<file path="config.mk">
export PLATFORM = sky130hd
export DESIGN_NAME = lir_ctrl
export DESIGN_NICKNAME = d
export VERILOG_FILES = /design/src/rtl/lir_pkg.sv /design/src/rtl/lir_sync.sv /design/src/rtl/lir_polarity.sv /design/src/rtl/lir_pend_bank.sv /design/src/rtl/lir_line_gate.sv /design/src/rtl/lir_ctrl.sv
export SDC_FILE = /design/constraint.sdc
export NUM_CORES = 1
export LEC_CHECK = 0
export ABC_AREA = 1
export BUFFER_PORTS_ARGS = -buffer_cell sky130_fd_sc_hd__buf_2
export CAP_MARGIN = 15
export CORE_MARGIN = 3
export CORE_UTILIZATION = 30
export CTS_BUF_LIST = sky130_fd_sc_hd__clkbuf_16
export CTS_CLUSTER_DIAMETER = 30
export CTS_CLUSTER_SIZE = 24
export DETAILED_ROUTE_END_ITERATION = 10
export GPL_ROUTABILITY_DRIVEN = 0
export GPL_TIMING_DRIVEN = 0
export PLACE_DENSITY = 0.58
export SLEW_MARGIN = 20
export SYNTH_ARGS = -nofsm -noshare
export SYNTH_HDL_FRONTEND = slang
export SYNTH_HIERARCHICAL = 1
export SYNTH_SLANG_ARGS = --single-unit
</file>
<file path="constraint.sdc">
create_clock -name clk -period 2.68 [get_ports clk]
set_input_delay 0.67 -clock clk [delete_from_list [all_inputs] [get_ports clk]]
set_output_delay 0.67 -clock clk [all_outputs]
set_load 0.05 [all_outputs]
</file>
<file path="src/rtl/lir_pkg.sv">
package lir_pkg;

   // Bit position where the pending/acknowledge field starts in a line word.
   localparam int LIR_PEND_LSB = 16;

   typedef enum logic [1:0] {
      RK_CFG  = 2'd0,
      RK_LINE = 2'd1,
      RK_NONE = 2'd2
   } lir_region_e;

endpackage

</file>
<file path="src/rtl/lir_sync.sv">
module lir_sync #(
   parameter int            W       = 9,
   parameter int            STAGES  = 2,
   parameter logic [W-1:0]  RST_VAL = '0
) (
   input  logic         clk,
   input  logic         rst_n,
   input  logic [W-1:0] d_i,
   output logic [W-1:0] q_o
);

   logic [W-1:0] stg [STAGES];

   always_ff @(posedge clk or negedge rst_n) begin
      if (!rst_n) begin
         for (int i = 0; i < STAGES; i++) stg[i] <= RST_VAL;
      end else begin
         stg[0] <= d_i;
         for (int i = 1; i < STAGES; i++) stg[i] <= stg[i-1];
      end
   end

   assign q_o = stg[STAGES-1];

endmodule

</file>
<file path="src/rtl/lir_polarity.sv">
module lir_polarity #(
   parameter int                N_SRC    = 9,
   parameter logic [N_SRC-1:0]  FIXED_HI = 9'h102,
   parameter logic [N_SRC-1:0]  FIXED_LO = 9'h004
) (
   input  logic             clk,
   input  logic             rst_n,
   input  logic             we_i,
   input  logic [N_SRC-1:0] wdata_i,
   input  logic [N_SRC-1:0] lvl_i,
   output logic [N_SRC-1:0] pol_o,
   output logic [N_SRC-1:0] active_o
);

   localparam logic [N_SRC-1:0] PROG = ~(FIXED_HI | FIXED_LO);

   for (genvar k = 0; k < N_SRC; k++) begin : g_bit
      if (FIXED_HI[k]) begin : g_hi
         assign pol_o[k] = 1'b1;
      end else if (FIXED_LO[k]) begin : g_lo
         assign pol_o[k] = 1'b0;
      end else begin : g_prog
         logic pol_q;
         always_ff @(posedge clk or negedge rst_n) begin
            if (!rst_n)    pol_q <= 1'b0;
            else if (we_i) pol_q <= wdata_i[k];
         end
         assign pol_o[k] = pol_q;
      end
   end

   // A source asserts when its level equals its polarity bit.
   assign active_o = ~(lvl_i ^ pol_o);

   // programmable polarity bits take the written value
   a_r2_cfg_load: assert property (@(posedge clk) disable iff (!rst_n)
      we_i |=> ((pol_o & PROG) == ($past(wdata_i) & PROG)));

   // programmable polarity bits hold without a write
   a_r2_cfg_hold: assert property (@(posedge clk) disable iff (!rst_n)
      !we_i |=> ((pol_o & PROG) == ($past(pol_o) & PROG)));

endmodule

</file>
<file path="src/rtl/lir_pend_bank.sv">
module lir_pend_bank #(
   parameter int N_SRC = 9
) (
   input  logic             clk,
   input  logic             rst_n,
   input  logic [N_SRC-1:0] active_i,
   input  logic [N_SRC-1:0] ack_i,
   output logic [N_SRC-1:0] pend_o
);

   logic [N_SRC-1:0] pend_q;

   // An acknowledge wins for one edge; a live source re-sets on the next.
   always_ff @(posedge clk or negedge rst_n) begin
      if (!rst_n) pend_q <= '0;
      else        pend_q <= (pend_q | active_i) & ~ack_i;
   end

   assign pend_o = pend_q;

   // acknowledged flags are clear after the write edge
   a_r5_ack_clears: assert property (@(posedge clk) disable iff (!rst_n)
      (ack_i != '0) |=> ((pend_q & $past(ack_i)) == '0));

   // an asserted, unacknowledged source is pending after the edge
   a_r4_sets_on_active: assert property (@(posedge clk) disable iff (!rst_n)
      ((active_i & ~ack_i) != '0) |=>
         ((pend_q & $past(active_i & ~ack_i)) == $past(active_i & ~ack_i)));

   // a flag never rises without its source asserting
   a_r4_no_spurious: assert property (@(posedge clk) disable iff (!rst_n)
      rst_n |=> ((pend_q & ~$past(pend_q) & ~$past(active_i)) == '0));

endmodule

</file>
<file path="src/rtl/lir_line_gate.sv">
module lir_line_gate #(
   parameter int N_SRC = 9
) (
   input  logic             clk,
   input  logic             rst_n,
   input  logic             we_i,
   input  logic [N_SRC-1:0] wdata_i,
   input  logic [N_SRC-1:0] pend_i,
   output logic [N_SRC-1:0] en_o,
   output logic             irq_o
);

   logic [N_SRC-1:0] en_q;

   always_ff @(posedge clk or negedge rst_n) begin
      if (!rst_n)    en_q <= '0;
      else if (we_i) en_q <= wdata_i;
   end

   assign en_o  = en_q;
   assign irq_o = |(en_q & pend_i);

   // an enable write is visible on the next cycle
   a_r3_en_load: assert property (@(posedge clk) disable iff (!rst_n)
      we_i |=> (en_o == $past(wdata_i)));

   // a raised line always has some pending source behind it
   a_r6_needs_pending: assert property (@(posedge clk) disable iff (!rst_n)
      irq_o |-> (pend_i != '0));

   // a line with every source masked stays low
   a_r6_masked_quiet: assert property (@(posedge clk) disable iff (!rst_n)
      (en_o == '0) |-> !irq_o);

endmodule

</file>
<file path="src/rtl/lir_ctrl.sv">
module lir_ctrl
   import lir_pkg::*;
#(
   parameter int                N_SRC       = 9,
   parameter int                N_LINE      = 3,
   parameter int                ADDR_W      = 5,
   parameter int                DATA_W      = 32,
   parameter int                SYNC_STAGES = 2,
   parameter logic [N_SRC-1:0]  FIXED_HI    = 9'h102,
   parameter logic [N_SRC-1:0]  FIXED_LO    = 9'h004
) (
   input  logic              clk,
   input  logic              rst_n,
   input  logic [N_SRC-1:0]  irq_in,
   input  logic              bus_sel,
   input  logic              bus_wr,
   input  logic [ADDR_W-1:0] bus_addr,
   input  logic [DATA_W-1:0] bus_wdata,
   output logic [DATA_W-1:0] bus_rdata,
   output logic [N_LINE-1:0] irq_line
);

   localparam int               IDX_W    = ADDR_W - 2;
   localparam logic [N_SRC-1:0] SYNC_RST = ~FIXED_HI;

   // ---------------- elaboration checks ----------------
   if (N_SRC < 1 || N_SRC >= LIR_PEND_LSB) begin : g_chk_nsrc
      $error("lir_ctrl: N_SRC out of range");
   end
   if (DATA_W <= LIR_PEND_LSB + N_SRC) begin : g_chk_data
      $error("lir_ctrl: DATA_W too narrow for pending field");
   end
   if ((FIXED_HI & FIXED_LO) != '0) begin : g_chk_fixed
      $error("lir_ctrl: a source cannot be fixed both high and low");
   end
   if (SYNC_STAGES < 2) begin : g_chk_sync
      $error("lir_ctrl: at least two synchroniser stages required");
   end
   if (IDX_W < 1 || (N_LINE + 1) > (1 << IDX_W)) begin : g_chk_addr
      $error("lir_ctrl: address space too small for line words");
   end

   // ---------------- address decode ----------------
   logic [IDX_W-1:0] widx;
   logic [IDX_W-1:0] lidx;
   lir_region_e      region;
   logic             wr_cyc;
   logic             cfg_we;
   logic [N_LINE-1:0] line_we;
   logic [N_SRC-1:0] ack;

   assign widx   = bus_addr[ADDR_W-1:2];
   assign lidx   = widx - IDX_W'(1);
   assign wr_cyc = bus_sel & bus_wr;

   always_comb begin
      if (widx == '0)                   region = RK_CFG;
      else if (widx <= IDX_W'(N_LINE))  region = RK_LINE;
      else                              region = RK_NONE;
   end

   assign cfg_we = wr_cyc && (region == RK_CFG);
   assign ack    = (wr_cyc && (region == RK_LINE)) ?
                   bus_wdata[LIR_PEND_LSB +: N_SRC] : '0;

   for (genvar n = 0; n < N_LINE; n++) begin : g_we
      assign line_we[n] = wr_cyc && (region == RK_LINE) && (lidx == IDX_W'(n));
   end

   // ---------------- datapath ----------------
   logic [N_SRC-1:0] sync_q;
   logic [N_SRC-1:0] pol;
   logic [N_SRC-1:0] active;
   logic [N_SRC-1:0] pend;
   logic [N_SRC-1:0] en_all [N_LINE];

   lir_sync #(
      .W       (N_SRC),
      .STAGES  (SYNC_STAGES),
      .RST_VAL (SYNC_RST)
   ) u_sync (
      .clk   (clk),
      .rst_n (rst_n),
      .d_i   (irq_in),
      .q_o   (sync_q)
   );

   lir_polarity #(
      .N_SRC    (N_SRC),
      .FIXED_HI (FIXED_HI),
      .FIXED_LO (FIXED_LO)
   ) u_pol (
      .clk      (clk),
      .rst_n    (rst_n),
      .we_i     (cfg_we),
      .wdata_i  (bus_wdata[N_SRC-1:0]),
      .lvl_i    (sync_q),
      .pol_o    (pol),
      .active_o (active)
   );

   lir_pend_bank #(
      .N_SRC (N_SRC)
   ) u_pend (
      .clk      (clk),
      .rst_n    (rst_n),
      .active_i (active),
      .ack_i    (ack),
      .pend_o   (pend)
   );

   for (genvar n = 0; n < N_LINE; n++) begin : g_line
      lir_line_gate #(
         .N_SRC (N_SRC)
      ) u_line (
         .clk     (clk),
         .rst_n   (rst_n),
         .we_i    (line_we[n]),
         .wdata_i (bus_wdata[N_SRC-1:0]),
         .pend_i  (pend),
         .en_o    (en_all[n]),
         .irq_o   (irq_line[n])
      );
   end

   // ---------------- read path ----------------
   always_comb begin
      bus_rdata = '0;
      case (region)
         RK_CFG: bus_rdata[N_SRC-1:0] = pol;
         RK_LINE: begin
            for (int n = 0; n < N_LINE; n++) begin
               if (lidx == IDX_W'(n)) bus_rdata[N_SRC-1:0] = en_all[n];
            end
            bus_rdata[LIR_PEND_LSB +: N_SRC] = pend;
         end
         default: bus_rdata = '0;
      endcase
   end

   logic unused_bus_bits;
   assign unused_bus_bits = ^{bus_addr[1:0],
                              bus_wdata[DATA_W-1:LIR_PEND_LSB+N_SRC],
                              bus_wdata[LIR_PEND_LSB-1:N_SRC]};

   // writes to unmapped offsets leave polarity and flags alone
   a_r8_unmapped_write: assert property (@(posedge clk) disable iff (!rst_n)
      (wr_cyc && (region == RK_NONE)) |=> ($stable(pol) && ((pend & ~$past(pend)) == (pend & ~$past(pend) & $past(active)))));

endmodule

</file>
==> metrics.csv, run 1 <==
stage,metric,value,unit
clock_network,clock transition at the registers of the reported paths,0.05,ns
detailed_routing,WL final,8.80,mm
detailed_routing,drt wl/cell,14.1,µm
cells_and_area,multi-input logic area,1110,µm²
sta,min cycle time layout,2.42,ns
cells_and_area,# diodes,0,
sta,RSZ-0062 raised after global routing,false,
die,num ports,85,
cells_and_area,fill count,1097,
clock_network,H-Tree Depth,3,
sta,Fin Setup TNS,0,ns
detailed_routing,router iterations before antenna repair,5,
power_and_ir_drop,Clk pwr share,37.7,%
grt,vias in the first global route,2810,
clock_network,CTS Sinks,60,
synth,Yosys cell types,20,
grt,GR Overflow Total,0,
setup_path,"Largest stage delay, worst path",0.28,ns
clock_network,CTS-repair resized insts,0,
outcome,status,finished clean,
detailed_routing,First DRT Iteration DRCs,230,
place,placed insts,607,
grt,largest net degree at the start of global routing,61,
synth,Cells after Synth,403,
power_and_ir_drop,power density over the cells,717,nW/µm²
power_and_ir_drop,Leakage,0.00214,µW
clock_network,hold buffer count at CTS,0,
setup_path,WP buf/inv,5,
clock_network,clk buf depth,2,
clock_network,CTS buffer count,9,
die,area of the die,12100,µm²
die,Starting Density,31.1,%
cells_and_area,Layout area overhead,23.9,%
detailed_routing,Final ANT Viol Nets,0,
place,Final HPWL DP,6.02,mm
clock_network,Post-CTS Setup Inserts,0,
synth,Synth Warn #,6,
sta,worst-margin pin slew,0.880,ns
detailed_routing,vias,2834,
job,Max-cap violations,0,
die,Die Ht,110,µm
cells_and_area,final net count,532,
setup_path,Worst Setup End Kind,output port,
sta,max-slew violation count,0,
setup_path,Critical Path RT,2.01,ns
setup_path,Crit Path Max Fanout,10,
clock_network,root buffer cell,clkbuf_16,
power_and_ir_drop,maximum VDD drop,298,µV
die,Die X-Extent,110,µm
setup_path,"setup slack, reg-to-reg",1.68,ns
cells_and_area,"Cell Count, Final, Fillers Out",623,
synth,#FFs+latches synth,60,
setup_path,slowest library cell on the worst path,buf_2,
sta,"Hold Vio Cnt, Final",0,
place,number of port buffers,54,
cells_and_area,FF+latch area,1520,µm²
clock_network,clock latency on the worst-skew pair,0.32,ns
sta,slew margin rel.,41.1,%
synth,synthesized cell area,3240,µm²
die,standard-cell rows,37,
grt,initial antenna violation count,0,
clock_network,CTS tree,done,
setup_path,CP Cell Sequence,"buf_2, inv_2, buf_6, buf_6, nand4_1, nand4_1, buf_2",
place,Setup WS pre-CTS,0.247,ns
synth,post-synthesis sequential area ratio,46.9,%
sta,worst setup slack after layout,0.260,ns
sta,Setup-failing EPs final,0,
cells_and_area,share of cells above drive strength 1,28.5,%
detailed_routing,Residual DRC,0,
setup_path,"delay-heaviest family, CP",buffers and inverters,
setup_path,Setup CP Type,in -> out,
die,Core Footprint,10400,µm²
synth,"Avg Cell Area, Syn",8.03,µm²
sta,Clock Skew,0.00655,ns
power_and_ir_drop,combinational share of power,21.3,%
setup_path,WP data arrival,1.75,ns
grt,first-pass GRT wire length,13.9,mm
power_and_ir_drop,Sw Ratio,31.5,%
power_and_ir_drop,Net Sw Power,905,µW
hold_path,min-delay worst type,reg -> reg,
grt,Global Route Usage Sum,15.4,%
power_and_ir_drop,cell-internal power,1970,µW
power_and_ir_drop,share of power burned in registers,41.1,%
detailed_routing,routed vias/inst,4.55,
setup_path,CP Launch Type,input pin,
sta,f_max,413,MHz
sta,period utilisation layout,90.3,%
==> state kept, by name (all words and copies together) (netlist names) <==
signal,count
g_line.u_line/en_o,27
u_pend/pend_o,9
u_pol/g_bit.g_prog.pol_q,6
u_sync/q_o,9
u_sync/stg,9
==> cells in the mapped netlist, drive strengths merged <==
| library cell | number | area share [%] |
|---|---|---|
| nor4 | 3 | 0.58 |
| o21ai | 27 | 4.5 |
| buf | 50 | 13 |
| dfstp | 14 | 11 |
| nor2 | 44 | 5.3 |
| nand4 | 37 | 7.6 |
| dfrtp | 46 | 36 |
| conb | 3 | 0.35 |
| inv | 62 | 7.2 |
| nand2 | 105 | 12 |
| nand3 | 12 | 1.9 |
==> cells by family (layout without fill, tap and decap cells) <==
group / count (synthesis) / in the layout / synth area share [%]
simple gates: 201 / 201 / 27.9
buf+inv: 112 / 182 / 20.3
flops: 60 / 60 / 46.9
compound gates: 27 / 27 / 4.52
other cells: 3 / 17 / 0.348
==> cell usage in the layout (no fill, tap or decap) <==
master	Yosys	final
nand4_1	36	36
nor2_4	1	1
clkinv_2	0	1
dfstp_2	14	14
bufinv_16	0	1
o21ai_0	15	15
buf_6	14	14
nand4_4	1	1
buf_2	1	54
dfrtp_1	46	46
o21ai_1	9	9
nor4_1	3	3
clkbuf_16	0	9
nand3_1	12	12
buf_4	35	36
nand2_2	1	1
clkinv_1	0	2
nand2_4	1	1
nand2_1	103	103
conb_1	3	17
nor2_1	43	43
inv_2	3	3
o21ai_2	3	3
inv_1	59	62
==> worst paths after layout <==
check | to | start | cells past startpoint
min in group asynchronous | u_sync/q_o[1] | rst_n | 1
worst max register to register | u_pend/pend_o[5] | u_sync/q_o[5] | 6
worst max-delay path | bus_rdata[7] | bus_addr[4] | 7
worst min register to register | u_sync/q_o[1] | u_sync/stg[10] | 0
max in group asynchronous | u_pol/g_bit[7].g_prog.pol_q | rst_n | 1
worst min-delay path | u_sync/q_o[1] | u_sync/stg[10] | 0
==> worst register-to-register path: cells and delay by family (launching register included) <==
family	cells	cell delay, ns
and+or+nand+nor	4	0.24
buffers and inverters	2	0.13
DFF	1	0.51
==> area by class of cell <==
cell class,count,share of cell area [%]
flip-flops and latches,60,37.9
multi-input cells,245,27.7
plain buffers,50,10.6
repair buffers,54,6.80
inverters,62,5.80
clock buffers,9,5.61
well taps,136,4.24
clock inverters,7,1.34
==> stage by stage <==
step	utilization (%)	instance area (µm²)	total power (µW)	hold slack, ns
after floorplan	-	3290	1620	0.331
after global placement	35.8	3730	1790	0.333
after detailed placement	35.8	3730	1810	0.336
after CTS	38.5	4010	2910	0.347
after global routing	38.5	4010	3040	0.356
final	38.5	4010	2880	0.344
==> metal layers <==
layer  up-vias  global-route usage, %  routed length (µm)
li1       1368                      -                   -
met1      1313                   20.1                3900
met2       136                   23.5                3860
met3        17                   4.52                 814
met4         0                   7.12                 225
met5         -                      0                   0
==> power by group through the flow <==
| stage | registers (µW) | clock network [µW] | logic (µW) |
|---|---|---|---|
| after global routing | 1200 | 1160 | 683 |
| after floorplan | 1150 | 0 | 473 |
| after detailed placement | 1200 | 0 | 610 |
| after CTS | 1180 | 1120 | 613 |
| after global placement | 1190 | 0 | 600 |
| final | 1180 | 1080 | 612 |
(Power assumes the default switching activity.)
==> inputs of run 2 (changes only) <==
--- a/config.mk
+++ b/config.mk
@@ -10,7 +10,6 @@
 export CAP_MARGIN = 15
 export CORE_MARGIN = 3
 export CORE_UTILIZATION = 30
-export CTS_BUF_LIST = sky130_fd_sc_hd__clkbuf_16
 export CTS_CLUSTER_DIAMETER = 30
 export CTS_CLUSTER_SIZE = 24
 export DETAILED_ROUTE_END_ITERATION = 10
==> run 2 against run 1 <==
Against the previous run: first-iteration DRC count is 23% lower; routed wire length is 0.35% lower; global-route usage is 0.074 points lower; sequential cell count stayed put; clock power is 24% lower; non-clock buffer count stayed put; total power is 9.3% lower; clock skew hardly changed; die area stayed put; critical path type unchanged; critical endpoint is now bus_rdata[16]; largest cell class unchanged; highest routed layer unchanged.
==> metrics.csv, run 2 (synthesis gave the netlist of run 1 again) <==
stage,metric,value,unit,change
grt,GR Layer Usage met3,4.58,%,+0.059 points
cells_and_area,"most common cell after layout, fill and taps aside",nand2_1,,
die,num ports,85,,unchanged
grt,largest net degree at the start of global routing,61,,unchanged
setup_path,Critical Path RT,2.01,ns,about the same
sta,"Hold Vio Cnt, Final",0,,unchanged
detailed_routing,WL final,8.77,mm,-0.35%
clock_network,CTS-repair resized insts,0,,unchanged
grt,met1 Track Usage GR,20.0,%,-0.11 points
setup_path,slowest library cell on the worst path,nor2_4,,
clock_network,Post-CTS Setup Inserts,0,,unchanged
detailed_routing,drt wl/cell,14.1,µm,-0.35%
job,Max-cap violations,0,,unchanged
detailed_routing,Final ANT Viol Nets,0,,unchanged
place,DP Area,3730,µm²,unchanged
setup_path,Setup CP Type,in -> out,,
grt,Global Route Usage Sum,15.4,%,-0.074 points
cells_and_area,max FFs per register,27,,unchanged
detailed_routing,router iterations before antenna repair,5,,unchanged
clock_network,H-Tree Depth,3,,unchanged
clock_network,root buffer cell,clkbuf_8,,
sta,period utilisation layout,90.2,%,about the same
detailed_routing,routed vias/inst,4.56,,+0.21%
sta,f_max,414,MHz,about the same
power_and_ir_drop,Sw Ratio,32.9,%,+1.4 points
power_and_ir_drop,power density over the cells,664,nW/µm²,-7.4%
cells_and_area,Layout area overhead,21.4,%,
cells_and_area,multi-input logic area,1110,µm²,unchanged
sta,slew margin rel.,40.2,%,-0.96 points
clock_network,clock transition at the registers of the reported paths,0.06,ns,about the same
cells_and_area,share of cells above drive strength 1,29.0,%,+0.41 points
sta,Setup-failing EPs final,0,,unchanged
grt,first-pass GRT wire length,13.8,mm,-0.60%
clock_network,clock latency on the worst-skew pair,0.33,ns,about the same
sta,Clock Skew,0.00659,ns,+0.0000365 ns
setup_path,Crit Path Max Fanout,10,,unchanged
cells_and_area,"Design Area, Final",3930,µm²,-2.0%
grt,initial antenna violation count,0,,unchanged
cells_and_area,"Cell Count, Final, Fillers Out",623,,unchanged
die,area of the die,12100,µm²,unchanged
power_and_ir_drop,Clk pwr share,31.4,%,-6.3 points
sta,Fin Setup TNS,0,ns,unchanged
setup_path,WP data arrival,1.75,ns,about the same
die,standard-cell rows,37,,unchanged
power_and_ir_drop,combinational share of power,23.4,%,+2.1 points
grt,most used routing layer,met2,,
detailed_routing,First DRT Iteration DRCs,176,,-23%
cells_and_area,FF+latch area,1520,µm²,unchanged
cells_and_area,# diodes,0,,unchanged
sta,hold_ws,0.347,ns,+0.00271 ns
setup_path,"Largest stage delay, worst path",0.32,ns,+0.04 ns
setup_path,CP Launch Type,input pin,,
clock_network,CTS buffer count,9,,unchanged
die,Core Footprint,10400,µm²,unchanged
setup_path,CP Cell Sequence,"buf_2, nor2_4, nand2_4, nand2_2, nor2_1, buf_2",,
place,Final HPWL DP,6.02,mm,unchanged
setup_path,"delay-heaviest family, CP",simple AND/OR/NAND/NOR gates,,
setup_path,WP buf/inv,2,,-3
detailed_routing,vias,2840,,+0.21%
power_and_ir_drop,maximum VDD drop,274,µV,-8.2%
power_and_ir_drop,Leakage,0.00209,µW,-2.2%
grt,GR Overflow Total,0,,unchanged
sta,worst-margin pin slew,0.894,ns,+0.0143 ns
setup_path,most used cell along the critical path,buf_2,,
cells_and_area,most frequent cells in the layout,"103 x nand2_1, 59 x inv_1, 54 x buf_2, 46 x dfrtp_1, 43 x nor2_1",,
clock_network,clk buf depth,2,,unchanged
clock_network,hold buffer count at CTS,0,,unchanged
cells_and_area,fill count,1109,,+1.1%
grt,vias in the first global route,2848,,+1.4%
die,Die Ht,110,µm,unchanged
detailed_routing,Residual DRC,0,,unchanged
cells_and_area,final net count,532,,unchanged
grt,met2 Use GR,23.4,%,-0.13 points
die,Starting Density,31.1,%,unchanged
power_and_ir_drop,Net Sw Power,858,µW,-5.2%
sta,max-slew violation count,0,,unchanged
outcome,status,finished clean,,
power_and_ir_drop,cell-internal power,1750,µW,-11%
clock_network,CTS Sinks,60,,unchanged
clock_network,CTS tree,done,,
place,number of port buffers,54,,unchanged
die,Die X-Extent,110,µm,unchanged
setup_path,Worst Setup End Kind,output port,,
sta,RSZ-0062 raised after global routing,false,,
power_and_ir_drop,share of power burned in registers,45.2,%,+4.1 points
place,placed insts,607,,unchanged
hold_path,min-delay worst type,reg -> reg,,
sta,min cycle time layout,2.42,ns,-0.00231 ns
==> run 2: cell count changes in the layout (fill, tap and decap cells not counted), sizes merged <==
cell	previous run	this run
clkinv	3	1
clkbuf	9	14
inv	65	62
==> run 2: cell type report <==
type / instances / area share, %
Timing Repair Buffer: 54 / 6.94
Multi-Input combinational cell: 245 / 28.3
Inverter: 62 / 5.92
Tap cell: 136 / 4.33
Sequential cell: 60 / 38.7
Buffer: 50 / 10.8
Clock buffer: 14 / 4.14
Clock inverter: 2 / 0.891
==> run 2: power by group through the flow <==
stage	logic, µW	clock network, µW	registers [µW]
floorplan	473	0	1150
global placement	600	0	1190
detailed placement	610	0	1200
CTS	613	857	1180
global route	683	900	1200
finish	611	819	1180
==> run 2: metal layers <==
metal | wire [µm] | part of all wire (%)
met1 | 3770 | 43
met2 | 3960 | 45
met3 | 869 | 9.9
met4 | 167 | 1.9
met5 | 0 | 0
==> run 2: path summary, 6_finish.rpt <==
path | startpoint | to | slack (ns) | depth (start not counted)
max | bus_addr[3] | bus_rdata[16] | 0.26 | 6
min | u_sync/stg[10] | u_sync/q_o[1] | 0.35 | 0
max reg2reg | u_sync/q_o[7] | u_pend/pend_o[7] | 1.68 | 6
min reg2reg | u_sync/stg[10] | u_sync/q_o[1] | 0.35 | 0
max in group asynchronous | rst_n | g_line[1].u_line/en_o[5] | 1.76 | 1
min in group asynchronous | rst_n | u_sync/q_o[1] | 0.41 | 1
==> run 2: metrics by stage <==
stage	utilization [%]	total power [µW]	setup slack (ns)
after global placement	35.8	1790	0.227
final	37.7	2610	0.263
after CTS	37.7	2650	0.246
after detailed placement	35.8	1810	0.247
after global routing	37.7	2780	0.184
after floorplan	-	1620	0.358
==> run 2: worst register-to-register path, delay by kind of cell, from the launching register on <==
kind	cells	cell delay [ns]
buffers and inverters	2	0.13
DFF	1	0.52
and+or+nand+nor	4	0.25
==> inputs of run 3 (changes only) <==
--- a/config.mk
+++ b/config.mk
@@ -15,9 +15,8 @@
 export DETAILED_ROUTE_END_ITERATION = 10
 export GPL_ROUTABILITY_DRIVEN = 0
 export GPL_TIMING_DRIVEN = 0
-export PLACE_DENSITY = 0.58
+export PLACE_DENSITY = 0.59
 export SLEW_MARGIN = 20
 export SYNTH_ARGS = -nofsm -noshare
 export SYNTH_HDL_FRONTEND = slang
-export SYNTH_HIERARCHICAL = 1
 export SYNTH_SLANG_ARGS = --single-unit
==> run 3 against run 2 <==
Against the previous run: setup slack got worse by 0.11 ns; non-clock buffer count shrank 20; global-route usage hardly changed; critical endpoint is now bus_rdata[19]; clock skew barely moved; die area is 7.1% lower; routed wire length is 4.9% lower; sequential share of layout area rose by 2.3 points; total power is 1.6% higher; highest routed layer unchanged; register-to-register slack improved by 0.08 ns; final cell count shrank 9.5%.
==> metrics.csv, run 3 <==
stage,metric,value,unit,change
die,area of the die,11200,µm²,-7.1%
synth,largest area contributor in the netlist,dfrtp_1,,
synth,"count leader, synth",nand2_1,,
die,Starting Density,31.7,%,+0.58 points
detailed_routing,router iterations before antenna repair,5,,unchanged
synth,asr flop ratio synth,100,%,unchanged
hold_path,min-delay worst type,reg -> reg,,
sta,Fin Setup TNS,0,ns,unchanged
cells_and_area,"Design Area, Final",3710,µm²,-5.6%
detailed_routing,routed vias/inst,4.70,,+3.1%
sta,RSZ-0062 raised after global routing,false,,
synth,#FFs+latches synth,60,,unchanged
setup_path,WP data arrival,1.85,ns,+0.10 ns
clock_network,clock latency on the worst-skew pair,0.34,ns,about the same
detailed_routing,WL final,8.34,mm,-4.9%
synth,post-synthesis sequential area ratio,50.7,%,+3.8 points
cells_and_area,"most common cell after layout, fill and taps aside",nand2_1,,
synth,"Avg Cell Area, Syn",8.55,µm²,+6.5%
sta,f_max,396,MHz,-4.2%
place,number of port buffers,54,,unchanged
sta,min cycle time layout,2.52,ns,+0.106 ns
clock_network,CTS buffer count,9,,unchanged
cells_and_area,fill count,1006,,-9.3%
clock_network,CTS-repair resized insts,0,,unchanged
cells_and_area,max FFs per register,27,,unchanged
grt,vias in the first global route,2554,,-10%
outcome,status,finished clean,,
hold_path,Worst Hold End,u_sync.q_o[8],,
grt,largest net degree at the start of global routing,61,,unchanged
detailed_routing,Final ANT Viol Nets,0,,unchanged
synth,top post-synthesis cells by area,"dfrtp_1 38%, dfstp_2 12%, nand2_1 12%",,
cells_and_area,multi-input logic area,1190,µm²,+6.7%
setup_path,"setup slack, reg-to-reg",1.76,ns,+0.08 ns
sta,"Hold Vio Cnt, Final",0,,unchanged
clock_network,hold buffer count at CTS,0,,unchanged
grt,first-pass GRT wire length,13.3,mm,-3.5%
synth,synthesized cell area,2990,µm²,-7.5%
power_and_ir_drop,maximum VDD drop,248,µV,-9.6%
setup_path,Critical Path RT,2.01,ns,about the same
sta,Clock Skew,0.00621,ns,-0.000373 ns
detailed_routing,Residual DRC,0,,unchanged
setup_path,Crit Path Max Fanout,10,,unchanged
cells_and_area,# diodes,0,,unchanged
place,Final HPWL DP,5.86,mm,-2.6%
sta,slew margin rel.,50.3,%,+10 points
synth,number of synthesized flops with an enable pin,0,,unchanged
job,Max-cap violations,0,,unchanged
setup_path,CP Launch Type,input pin,,
cells_and_area,most frequent cells in the layout,"98 x nand2_1, 58 x buf_2, 46 x dfrtp_1, 33 x nand4_1, 28 x inv_1",,
die,standard-cell rows,35,,-5.4%
clock_network,CTS tree,done,,
clock_network,Post-CTS Setup Inserts,0,,unchanged
setup_path,Setup CP Type,in -> out,,
setup_path,Critical R2R Launch,u_pend.pend_o[8],,
grt,Global Route Usage Sum,15.4,%,about the same
setup_path,worst reg-to-reg path cell count,3,,-3
synth,Yosys cell types,28,,+40%
die,num ports,85,,unchanged
clock_network,clk buf depth,2,,unchanged
grt,GR Overflow Total,0,,unchanged
place,placed insts,546,,-10%
clock_network,root buffer cell,clkbuf_8,,
detailed_routing,vias,2652,,-6.6%
sta,hold_ws,0.352,ns,+0.00495 ns
sta,worst-margin pin slew,0.745,ns,-0.149 ns
synth,Cells after Synth,350,,-13%
grt,initial antenna violation count,0,,unchanged
synth,Synth Warn #,0,,-6
sta,max-slew violation count,0,,unchanged
clock_network,CTS Sinks,60,,unchanged
cells_and_area,Layout area overhead,23.9,%,
die,Die X-Extent,106,µm,-3.6%
clock_network,H-Tree Depth,3,,unchanged
cells_and_area,share of cells above drive strength 1,32.0,%,+3.0 points
power_and_ir_drop,Leakage,0.00190,µW,-8.9%
die,Core Footprint,9460,µm²,-9.2%
die,Die Ht,106,µm,-3.6%
cells_and_area,final net count,480,,-9.8%
hold_path,Hold Path Depth,0,,unchanged
power_and_ir_drop,power density over the cells,715,nW/µm²,+7.7%
setup_path,reg2reg end,u_pend.pend_o[8],,
setup_path,Worst Setup End Kind,output port,,
clock_network,clock transition at the registers of the reported paths,0.06,ns,about the same
cells_and_area,"Cell Count, Final, Fillers Out",564,,-9.5%
place,DP Area,3480,µm²,-6.8%
hold_path,HP Start,u_sync.stg[17],,
sta,Setup-failing EPs final,0,,unchanged
synth,most frequent cells after synthesis,"98 x nand2_1, 46 x dfrtp_1, 33 x nand4_1",,
cells_and_area,FF+latch area,1520,µm²,unchanged
sta,period utilisation layout,94.1,%,+3.9 points
synth,area share of the largest cell type after synthesis,38.4,%,+2.9 points
detailed_routing,First DRT Iteration DRCs,203,,+15%
detailed_routing,drt wl/cell,14.8,µm,+5.1%
synth,top_reg_cell synth,dfrtp_1,,
==> run 3: metal layers <==
| metal | up-vias | routed length (µm) | share of wire [%] | global-route usage, % |
|---|---|---|---|---|
| li1 | 1284 | - | - | - |
| met1 | 1216 | 3920 | 47 | 21.2 |
| met2 | 137 | 3640 | 44 | 22.5 |
| met3 | 15 | 594 | 7.1 | 4.13 |
| met4 | 0 | 180 | 2.2 | 7.03 |
| met5 | - | 0 | 0 | 0 |
==> run 3: power by group <==
group	internal, µW	switching, µW	total (µW)
sequential	1040	107	1150
clock	544	351	895
combinational	194	416	610
total	1780	873	2650
==> run 3: cell type report <==
cell class                      instances  share of cell area (%)
Timing Repair Buffer                   56                    7.76
Clock buffer                           11                    3.81
Multi-Input combinational cell        242                    32.0
Inverter                               33                    3.34
Tap cell                              129                    4.35
Sequential cell                        60                    41.0
Clock inverter                          5                    2.02
Buffer                                 28                    5.74
==> run 3: worst max-delay path by stage <==
stage | from | to
after floorplan | bus_addr[2] | bus_rdata[16]
after global placement | bus_addr[2] | bus_rdata[19]
after detailed placement | bus_addr[2] | bus_rdata[23]
after CTS | bus_addr[2] | bus_rdata[23]
after global routing | bus_addr[2] | bus_rdata[23]
final | bus_addr[2] | bus_rdata[19]
==> run 3: worst max-delay path: stages <==
cell	delay (ns)
buf_2	0.11
buf_6	0.19
nor2_8	0.08
nor2_4	0.23
inv_2	0.17
nor2_1	0.12
buf_2	0.27
==> run 3: cells by family after synthesis <==
group	after synthesis	synth area share, %
simple gates	191	30.5
buf+inv	61	11.2
flops	60	50.7
compound gates	37	7.40
other cells	1	0.125
==> run 3: through the flow <==
step           power, µW  worst slack, ns  util (%)
2_1_floorplan       1590            0.224         -
3_3_place_gp        1750          0.00340      36.7
3_5_place_dp        1770           0.0248      36.8
4_1_cts             2670           0.0224      39.0
5_1_grt             2790           0.0824      39.2
6_report            2650            0.157      39.2
